File: src/rtl/daf_pkg.sv
package daf_pkg;

    localparam logic [31:0] CRC_POLY = 32'h04C1_1DB7;
    localparam logic [31:0] CRC_SEED = 32'hFFFF_FFFF;

    typedef enum logic [1:0] {
        ST_IDLE    = 2'd0,
        ST_COLLECT = 2'd1,
        ST_DECIDE  = 2'd2
    } daf_state_e;

    typedef struct packed {
        logic promisc;
        logic all_mcast;
        logic hash_perfect;
        logic hash_only;
        logic inverse;
        logic bcast_block;
    } daf_mode_t;

    // Advance the CRC by one byte, least significant data bit first
    function automatic logic [31:0] crc_step(input logic [31:0] crc_in,
                                             input logic [7:0]  data);
        logic [31:0] c;
        logic        fb;
        c = crc_in;
        for (int b = 0; b < 8; b++) begin
            fb = c[31] ^ data[b];
            c  = {c[30:0], 1'b0};
            if (fb) c = c ^ CRC_POLY;
        end
        return c;
    endfunction

endpackage

File: src/rtl/daf_fsm.sv
module daf_fsm
    import daf_pkg::*;
#(
    parameter int ADDR_BYTES = 6,
    localparam int CNT_W = $clog2(ADDR_BYTES + 1)
) (
    input  logic             clk,
    input  logic             rst_n,
    input  logic             in_start,
    input  logic             in_valid,
    output logic             take,
    output logic             first,
    output logic [CNT_W-1:0] byte_idx,
    output logic             dec_valid
);

    localparam logic [CNT_W-1:0] LAST_CNT = CNT_W'(ADDR_BYTES);

    daf_state_e       state_q, state_n;
    logic [CNT_W-1:0] cnt_q, cnt_n;

    always_comb begin
        state_n = state_q;
        cnt_n   = cnt_q;
        unique case (state_q)
            ST_IDLE: begin
                if (in_valid && in_start) begin
                    cnt_n   = CNT_W'(1);
                    state_n = (ADDR_BYTES == 1) ? ST_DECIDE : ST_COLLECT;
                end
            end
            ST_COLLECT: begin
                if (in_valid && in_start) begin
                    cnt_n   = CNT_W'(1);
                    state_n = (ADDR_BYTES == 1) ? ST_DECIDE : ST_COLLECT;
                end else if (in_valid) begin
                    cnt_n = cnt_q + CNT_W'(1);
                    if (cnt_n == LAST_CNT) state_n = ST_DECIDE;
                end
            end
            ST_DECIDE: begin
                if (in_valid && in_start) begin
                    cnt_n   = CNT_W'(1);
                    state_n = (ADDR_BYTES == 1) ? ST_DECIDE : ST_COLLECT;
                end else begin
                    cnt_n   = '0;
                    state_n = ST_IDLE;
                end
            end
            default: begin
                cnt_n   = '0;
                state_n = ST_IDLE;
            end
        endcase
    end

    always_ff @(posedge clk) begin
        if (!rst_n) begin
            state_q <= ST_IDLE;
            cnt_q   <= '0;
        end else begin
            state_q <= state_n;
            cnt_q   <= cnt_n;
        end
    end

    always_comb begin
        first     = in_valid && in_start;
        take      = in_valid && (in_start || state_q == ST_COLLECT);
        byte_idx  = first ? '0 : cnt_q;
        dec_valid = (state_q == ST_DECIDE);
    end


    cnt_range_chk: assert property (@(posedge clk) disable iff (!rst_n)
        cnt_q <= LAST_CNT);


    single_pulse_chk: assert property (@(posedge clk) disable iff (!rst_n)
        dec_valid && !(ADDR_BYTES == 1) |=> !dec_valid);


    decide_after_byte_chk: assert property (@(posedge clk) disable iff (!rst_n)
        !$past(take) |-> !dec_valid);

endmodule

File: src/rtl/daf_crc.sv
module daf_crc
    import daf_pkg::*;
#(
    parameter int IDX_W = 6
) (
    input  logic             clk,
    input  logic             rst_n,
    input  logic             take,
    input  logic             first,
    input  logic [7:0]       data,
    output logic [IDX_W-1:0] hash_idx
);

    logic [31:0] crc_q;

    always_ff @(posedge clk) begin
        if (!rst_n) begin
            crc_q <= CRC_SEED;
        end else if (take) begin
            crc_q <= crc_step(first ? CRC_SEED : crc_q, data);
        end
    end

    assign hash_idx = crc_q[31 -: IDX_W];

endmodule

File: src/rtl/daf_capture.sv
module daf_capture #(
    parameter int ADDR_BYTES = 6,
    localparam int CNT_W = $clog2(ADDR_BYTES + 1)
) (
    input  logic                    clk,
    input  logic                    rst_n,
    input  logic                    take,
    input  logic                    first,
    input  logic [CNT_W-1:0]        byte_idx,
    input  logic [7:0]              data,
    input  logic [ADDR_BYTES*8-1:0] station,
    output logic                    is_match,
    output logic                    is_bcast,
    output logic                    is_mcast
);

    logic [7:0] sta_byte;
    logic       match_q, bcast_q, mcast_q;

    always_comb begin
        sta_byte = '0;
        for (int k = 0; k < ADDR_BYTES; k++) begin
            if (byte_idx == CNT_W'(k)) sta_byte = station[k*8 +: 8];
        end
    end

    always_ff @(posedge clk) begin
        if (!rst_n) begin
            match_q <= 1'b0;
            bcast_q <= 1'b0;
            mcast_q <= 1'b0;
        end else if (take) begin
            match_q <= (first || match_q) && (data == sta_byte);
            bcast_q <= (first || bcast_q) && (data == 8'hFF);
            if (first) mcast_q <= data[0];
        end
    end

    assign is_match = match_q;
    assign is_bcast = bcast_q;
    assign is_mcast = mcast_q;

endmodule

File: src/rtl/daf_decide.sv
module daf_decide
    import daf_pkg::*;
#(
    parameter int IDX_W = 6,
    localparam int WORD_W = 2 ** (IDX_W - 1)
) (
    input  daf_mode_t        mode,
    input  logic [IDX_W-1:0] hash_idx,
    input  logic [WORD_W-1:0] table_lo,
    input  logic [WORD_W-1:0] table_hi,
    input  logic             is_match,
    input  logic             is_bcast,
    input  logic             is_mcast,
    output logic             accept
);

    logic [WORD_W-1:0] word;
    logic              hash_hit;
    logic              perfect;

    always_comb begin
        word     = hash_idx[IDX_W-1] ? table_hi : table_lo;
        hash_hit = word[hash_idx[IDX_W-2:0]];
        perfect  = is_match ^ mode.inverse;
        if (mode.promisc) begin
            accept = 1'b1;
        end else if (is_bcast) begin
            accept = !mode.bcast_block;
        end else if (is_mcast) begin
            if (mode.all_mcast)
                accept = 1'b1;
            else if (mode.hash_perfect || mode.hash_only)
                accept = hash_hit;
            else
                accept = 1'b0;
        end else if (mode.hash_only) begin
            accept = hash_hit;
        end else begin
            accept = perfect;
        end
    end

endmodule

File: src/rtl/dstaddr_filter.sv
module dstaddr_filter
    import daf_pkg::*;
#(
    parameter int ADDR_BYTES = 6,
    parameter int HASH_IDX_W = 6,
    localparam int CNT_W  = $clog2(ADDR_BYTES + 1),
    localparam int WORD_W = 2 ** (HASH_IDX_W - 1)
) (
    input  logic                    clk,
    input  logic                    rst_n,
    input  logic                    addr_start,
    input  logic                    addr_valid,
    input  logic [7:0]              addr_byte,
    input  logic [ADDR_BYTES*8-1:0] station_addr,
    input  logic [WORD_W-1:0]       hash_lo,
    input  logic [WORD_W-1:0]       hash_hi,
    input  logic                    mode_promisc,
    input  logic                    mode_all_mcast,
    input  logic                    mode_hash_perfect,
    input  logic                    mode_hash_only,
    input  logic                    mode_inverse,
    input  logic                    mode_bcast_block,
    output logic                    frame_accept,
    output logic                    decision_valid
);

    logic                  take, first, dec_valid;
    logic [CNT_W-1:0]      byte_idx;
    logic [HASH_IDX_W-1:0] hash_idx;
    logic                  is_match, is_bcast, is_mcast;
    logic                  accept;
    daf_mode_t             mode;

    assign mode = '{promisc:      mode_promisc,
                    all_mcast:    mode_all_mcast,
                    hash_perfect: mode_hash_perfect,
                    hash_only:    mode_hash_only,
                    inverse:      mode_inverse,
                    bcast_block:  mode_bcast_block};

    daf_fsm #(.ADDR_BYTES(ADDR_BYTES)) u_fsm (
        .clk      (clk),
        .rst_n    (rst_n),
        .in_start (addr_start),
        .in_valid (addr_valid),
        .take     (take),
        .first    (first),
        .byte_idx (byte_idx),
        .dec_valid(dec_valid)
    );

    daf_crc #(.IDX_W(HASH_IDX_W)) u_crc (
        .clk     (clk),
        .rst_n   (rst_n),
        .take    (take),
        .first   (first),
        .data    (addr_byte),
        .hash_idx(hash_idx)
    );

    daf_capture #(.ADDR_BYTES(ADDR_BYTES)) u_cap (
        .clk     (clk),
        .rst_n   (rst_n),
        .take    (take),
        .first   (first),
        .byte_idx(byte_idx),
        .data    (addr_byte),
        .station (station_addr),
        .is_match(is_match),
        .is_bcast(is_bcast),
        .is_mcast(is_mcast)
    );

    daf_decide #(.IDX_W(HASH_IDX_W)) u_dec (
        .mode    (mode),
        .hash_idx(hash_idx),
        .table_lo(hash_lo),
        .table_hi(hash_hi),
        .is_match(is_match),
        .is_bcast(is_bcast),
        .is_mcast(is_mcast),
        .accept  (accept)
    );

    always_comb begin
        decision_valid = dec_valid;
        frame_accept   = dec_valid && accept;
    end


    promisc_keep_chk: assert property (@(posedge clk) disable iff (!rst_n)
        decision_valid && mode_promisc |-> frame_accept);


    bcast_block_chk: assert property (@(posedge clk) disable iff (!rst_n)
        decision_valid && is_bcast && !mode_promisc && mode_bcast_block |-> !frame_accept);


    bcast_pass_chk: assert property (@(posedge clk) disable iff (!rst_n)
        decision_valid && is_bcast && !mode_bcast_block |-> frame_accept);


    mcast_default_reject_chk: assert property (@(posedge clk) disable iff (!rst_n)
        decision_valid && is_mcast && !is_bcast && !mode_promisc && !mode_all_mcast
        && !mode_hash_perfect && !mode_hash_only |-> !frame_accept);


    no_idle_verdict_chk: assert property (@(posedge clk) disable iff (!rst_n)
        !decision_valid |-> !frame_accept);

endmodule

File: config.mk
export PLATFORM = sky130hd
export DESIGN_NAME = dstaddr_filter
export DESIGN_NICKNAME = d
export VERILOG_FILES = /design/src/rtl/daf_pkg.sv /design/src/rtl/daf_fsm.sv /design/src/rtl/daf_crc.sv /design/src/rtl/daf_capture.sv /design/src/rtl/daf_decide.sv /design/src/rtl/dstaddr_filter.sv
export SDC_FILE = /design/constraint.sdc
export NUM_CORES = 1
export LEC_CHECK = 0
export ABC_CLOCK_PERIOD_IN_PS = 3150
export CORE_UTILIZATION = 40
export CTS_BUF_LIST = sky130_fd_sc_hd__clkbuf_2 sky130_fd_sc_hd__clkbuf_4 sky130_fd_sc_hd__clkbuf_8
export CTS_CLUSTER_DIAMETER = 30
export DETAILED_ROUTE_END_ITERATION = 8
export GPL_TIMING_DRIVEN = 1
export PLACE_DENSITY = 0.72
export REMOVE_ABC_BUFFERS = 1
export SYNTH_ARGS = -nofsm -noshare
export SYNTH_HDL_FRONTEND = slang
export SYNTH_SLANG_ARGS = --single-unit
File: constraint.sdc
create_clock -name clk -period 3.15 [get_ports clk]
set_input_delay 0.63 -clock clk [delete_from_list [all_inputs] [get_ports clk]]
set_output_delay 0.63 -clock clk [all_outputs]
set_load 0.01 [all_outputs]
==> reports/qor.txt <==
Crit Path Max Fanout: 1
Chip Width: 100 µm
Most frequent cell after synthesis: nand2_1
Tot Pwr: 2.53 mW
Slew headroom: 63.6%
Worst skew pair latency: 0.30 ns
P&R area growth vs syn: 46.6%
CTS tree: done
CP startpoint: hash_hi[23]
Overall die area: 10000 µm²
H-Tree Depth: 2
Clk buf depth: 2
DRC viols: 0
Pint: 1.69 mW
Fraction of the mapped netlist area in compound gates: 19.9%
Synth Area per Inst: 8.46 µm²
Hold_buf cts: 0
Worst Tran Pin Value: 0.533 ns
#FFs+latches synth: 40
Routed via count: 3826
DIE HEIGHT: 100 µm
CP Capture Point: frame_accept
Pre-antenna DRT Iters: 4
Post-synth top area share: 20.8%
Post-CTS Setup Repair Bufs: 0
Row count: 35
Max-cap violation count: 0
Initial antenna violation count: 0
Crit start category: input port
Cells after synthesis: 456
CTS sink cnt: 40
Final core occ: 60.9%
Diode count: 0
EDFF count, synth: 0
Switching power: 0.843 mW
Worst EP arrival: 2.41 ns
Sequential share of the synthesized area: 20.8%
Synth cell count leaders: nand2_1 (56), nor2_1 (55), xnor2_1 (55), dfxtp_1 (40), o211ai_1 (31)
Status: complete, no violations
Reg2reg end: u_cap.is_match$_SDFFE_PN0P_
Clk_skew: 0.00252 ns
Ys flop type: dfxtp_1
HP Class: reg2reg
I/O Buffers: 131
Share of cells above drive strength 1: 17.0%
Required @ worst endpoint: 2.52 ns
Synth area leader: dfxtp_1
Yosys warning total: 0
CTS root buf: clkbuf_8
Distinct cell type count after synthesis: 65
Grt ovf: 0
Number of global-route vias before repair: 3936
Largest family of logic cells by synthesized area: XOR/XNOR gates
Power Density: 448 nW/µm²
Hpwl dp: 9100 µm
Reg2reg setup slack: 0.65 ns
Adder-cell area share of the yosys netlist: 0.649%
Top cells by area, synth: dfxtp_1 (21%), xnor2_1 (12%), mux4_2 (9.3%)
Critical path class: in2out
Drt initial violations: 134
Leak: 2.28 nW
Part of the power in the clock network: 23.4%
Sw Share: 33.3%
Reg power frac: 25.1%
Total CTS buffers: 5
RR Startpoint: u_fsm.cnt_q[1]$_SDFFE_PN0P_
Clk pin slew, worst setup/hold paths: 0.08 ns
Core ar.: 9280 µm²
Mux share of post-synthesis cell area: 12.7%
Simple-gate area share of the yosys netlist: 17.3%
Period utilization: 96.4%
Max IR drop VDD: 0.233 mV
Fmax: 329 MHz
Share of synthesized registers carrying an async set or reset: 0%
Final Slew Violations: 0
RSZ-0062 raised after global routing: no
Final hold violation count: 0
Vias per cell: 5.28
Reg2Reg Depth: 7
Drt wl/cell: 15.7 µm
Routability cong.: 0.907
Routed Antenna Nets: 0
First-pass GRT wire length: 18500 µm
Initial core utilization: 41.5%
Largest net degree at the start of global routing: 39
GRT Util Overall: 23.0%
Syn Std Cell Area: 3860 µm²
Total Wirelength: 11400 µm
Min cycle time layout: 3.04 ns
Comb power frac: 51.5%
Worst Setup End Kind: primary output
Final #Nets: 726
Boundary pin count: 132
XOR/XNOR Fraction of Synth Area: 22.9%
Setup-failing EPs final: 0
[flip-flops by register name (all words and copies together) (netlist names)]
name and count:
u_cap.is_match 1, u_crc.crc_q 32, u_cap.is_bcast 1, u_fsm.cnt_q 3, u_cap.is_mcast 1, u_fsm.state_q 2
[cell families (layout without fill, tap and decap cells)]
logic type,Yosys count,after routing
multiplexers,27,27
XOR/XNOR,81,81
flip-flops,40,40
AND/OR/NAND/NOR,150,150
adder cells (fa/ha/maj),2,2
buffers and inverters,48,187
AO/OA/AOI/OAI,108,108
[critical path, stage by stage]
cell and delay (ns):
dlygate4sd2_1 0.23, mux4_2 0.47, mux4_2 0.50, nand2b_4 0.15, nand3b_1 0.08, a21o_1 0.14
a21oi_2 0.05, buf_2 0.15
[cells in the final DEF, fill, tap and decap left out, types with 4 or more instances in the layout]
master,Yosys,layout
clkdlybuf4s50_1,0,106
nand2_1,56,56
xnor2_1,55,55
nor2_1,55,54
dfxtp_1,40,38
buf_4,0,33
o211ai_1,31,31
mux4_2,16,17
dlygate4sd2_1,0,16
a21oi_1,17,15
o21ai_0,14,14
inv_1,12,12
xor2_1,10,10
xnor2_2,9,9
mux2i_1,8,8
dlymetal6s2s_1,0,8
nor3_1,6,6
a21oi_2,4,6
nand4_1,5,5
o22ai_1,5,5
clkbuf_8,0,5
a31oi_1,4,4
nand3_1,4,4
nand2b_1,5,4
o2bb2ai_1,4,4
[metal layers]
metal | routed length [µm] | global-route usage (%) | part of all wire, % | vias up
met5 | 0 | 0 | 0 | -
met4 | 241 | 7.47 | 2.1 | 0
met3 | 649 | 3.34 | 5.7 | 22
met2 | 5730 | 43.3 | 50 | 151
met1 | 4780 | 26.6 | 42 | 1765
li1 | - | - | - | 1888
[metrics by stage]
step	TNS [ns]	hold slack (ns)	worst slack (ns)	area, µm²	instances
floorplan	-2.55	0.444	-0.174	3680	420
global placement	-0.406	0.461	-0.406	5470	716
detailed placement	-0.441	0.473	-0.441	5470	716
CTS	0	0.488	0.0436	5610	724
global route	0	0.508	0.0479	5650	724
finish	0	0.485	0.114	5650	724
[how the worst min path moves through the flow]
stage                                  from  slack, ns                            to  cells past startpoint
6_report        u_crc.crc_q[2]$_SDFFE_PN1P_       0.49   u_crc.crc_q[2]$_SDFFE_PN1P_                      2
5_1_grt        u_crc.crc_q[18]$_SDFFE_PN1P_       0.51  u_crc.crc_q[18]$_SDFFE_PN1P_                      2
4_1_cts        u_crc.crc_q[18]$_SDFFE_PN1P_       0.49  u_crc.crc_q[18]$_SDFFE_PN1P_                      2
3_5_place_dp   u_crc.crc_q[18]$_SDFFE_PN1P_       0.47  u_crc.crc_q[18]$_SDFFE_PN1P_                      2
3_3_place_gp    u_crc.crc_q[5]$_SDFFE_PN1P_       0.46   u_crc.crc_q[5]$_SDFFE_PN1P_                      2
2_1_floorplan   u_crc.crc_q[5]$_SDFFE_PN1P_       0.44   u_crc.crc_q[5]$_SDFFE_PN1P_                      2
[power groups by stage]
stage | Clock (mW) | Combinational, mW | Sequential (mW)
2_1_floorplan | 0 | 0.835 | 0.646
3_3_place_gp | 0 | 1.27 | 0.642
3_5_place_dp | 0 | 1.29 | 0.645
4_1_cts | 0.599 | 1.30 | 0.635
5_1_grt | 0.618 | 1.41 | 0.646
6_report | 0.594 | 1.30 | 0.636
[cell type report]
type                       count  area, µm²
clock buffer                   5       68.8
clock inverter                 3       90.1
fill                         817       3630
inverter                      12       45.0
multi-input combinational    368       2870
sequential                    40        803
tap                          129        161
timing repair buffer         167       1610
[timing repair]
item / in CTS / in global routing
pin swaps: 2 / 3
gates cloned: 0 / 0
endpoints found under the setup margin: 1 / 1
resized for setup: 22 / 16
(Power assumes the default switching activity.)
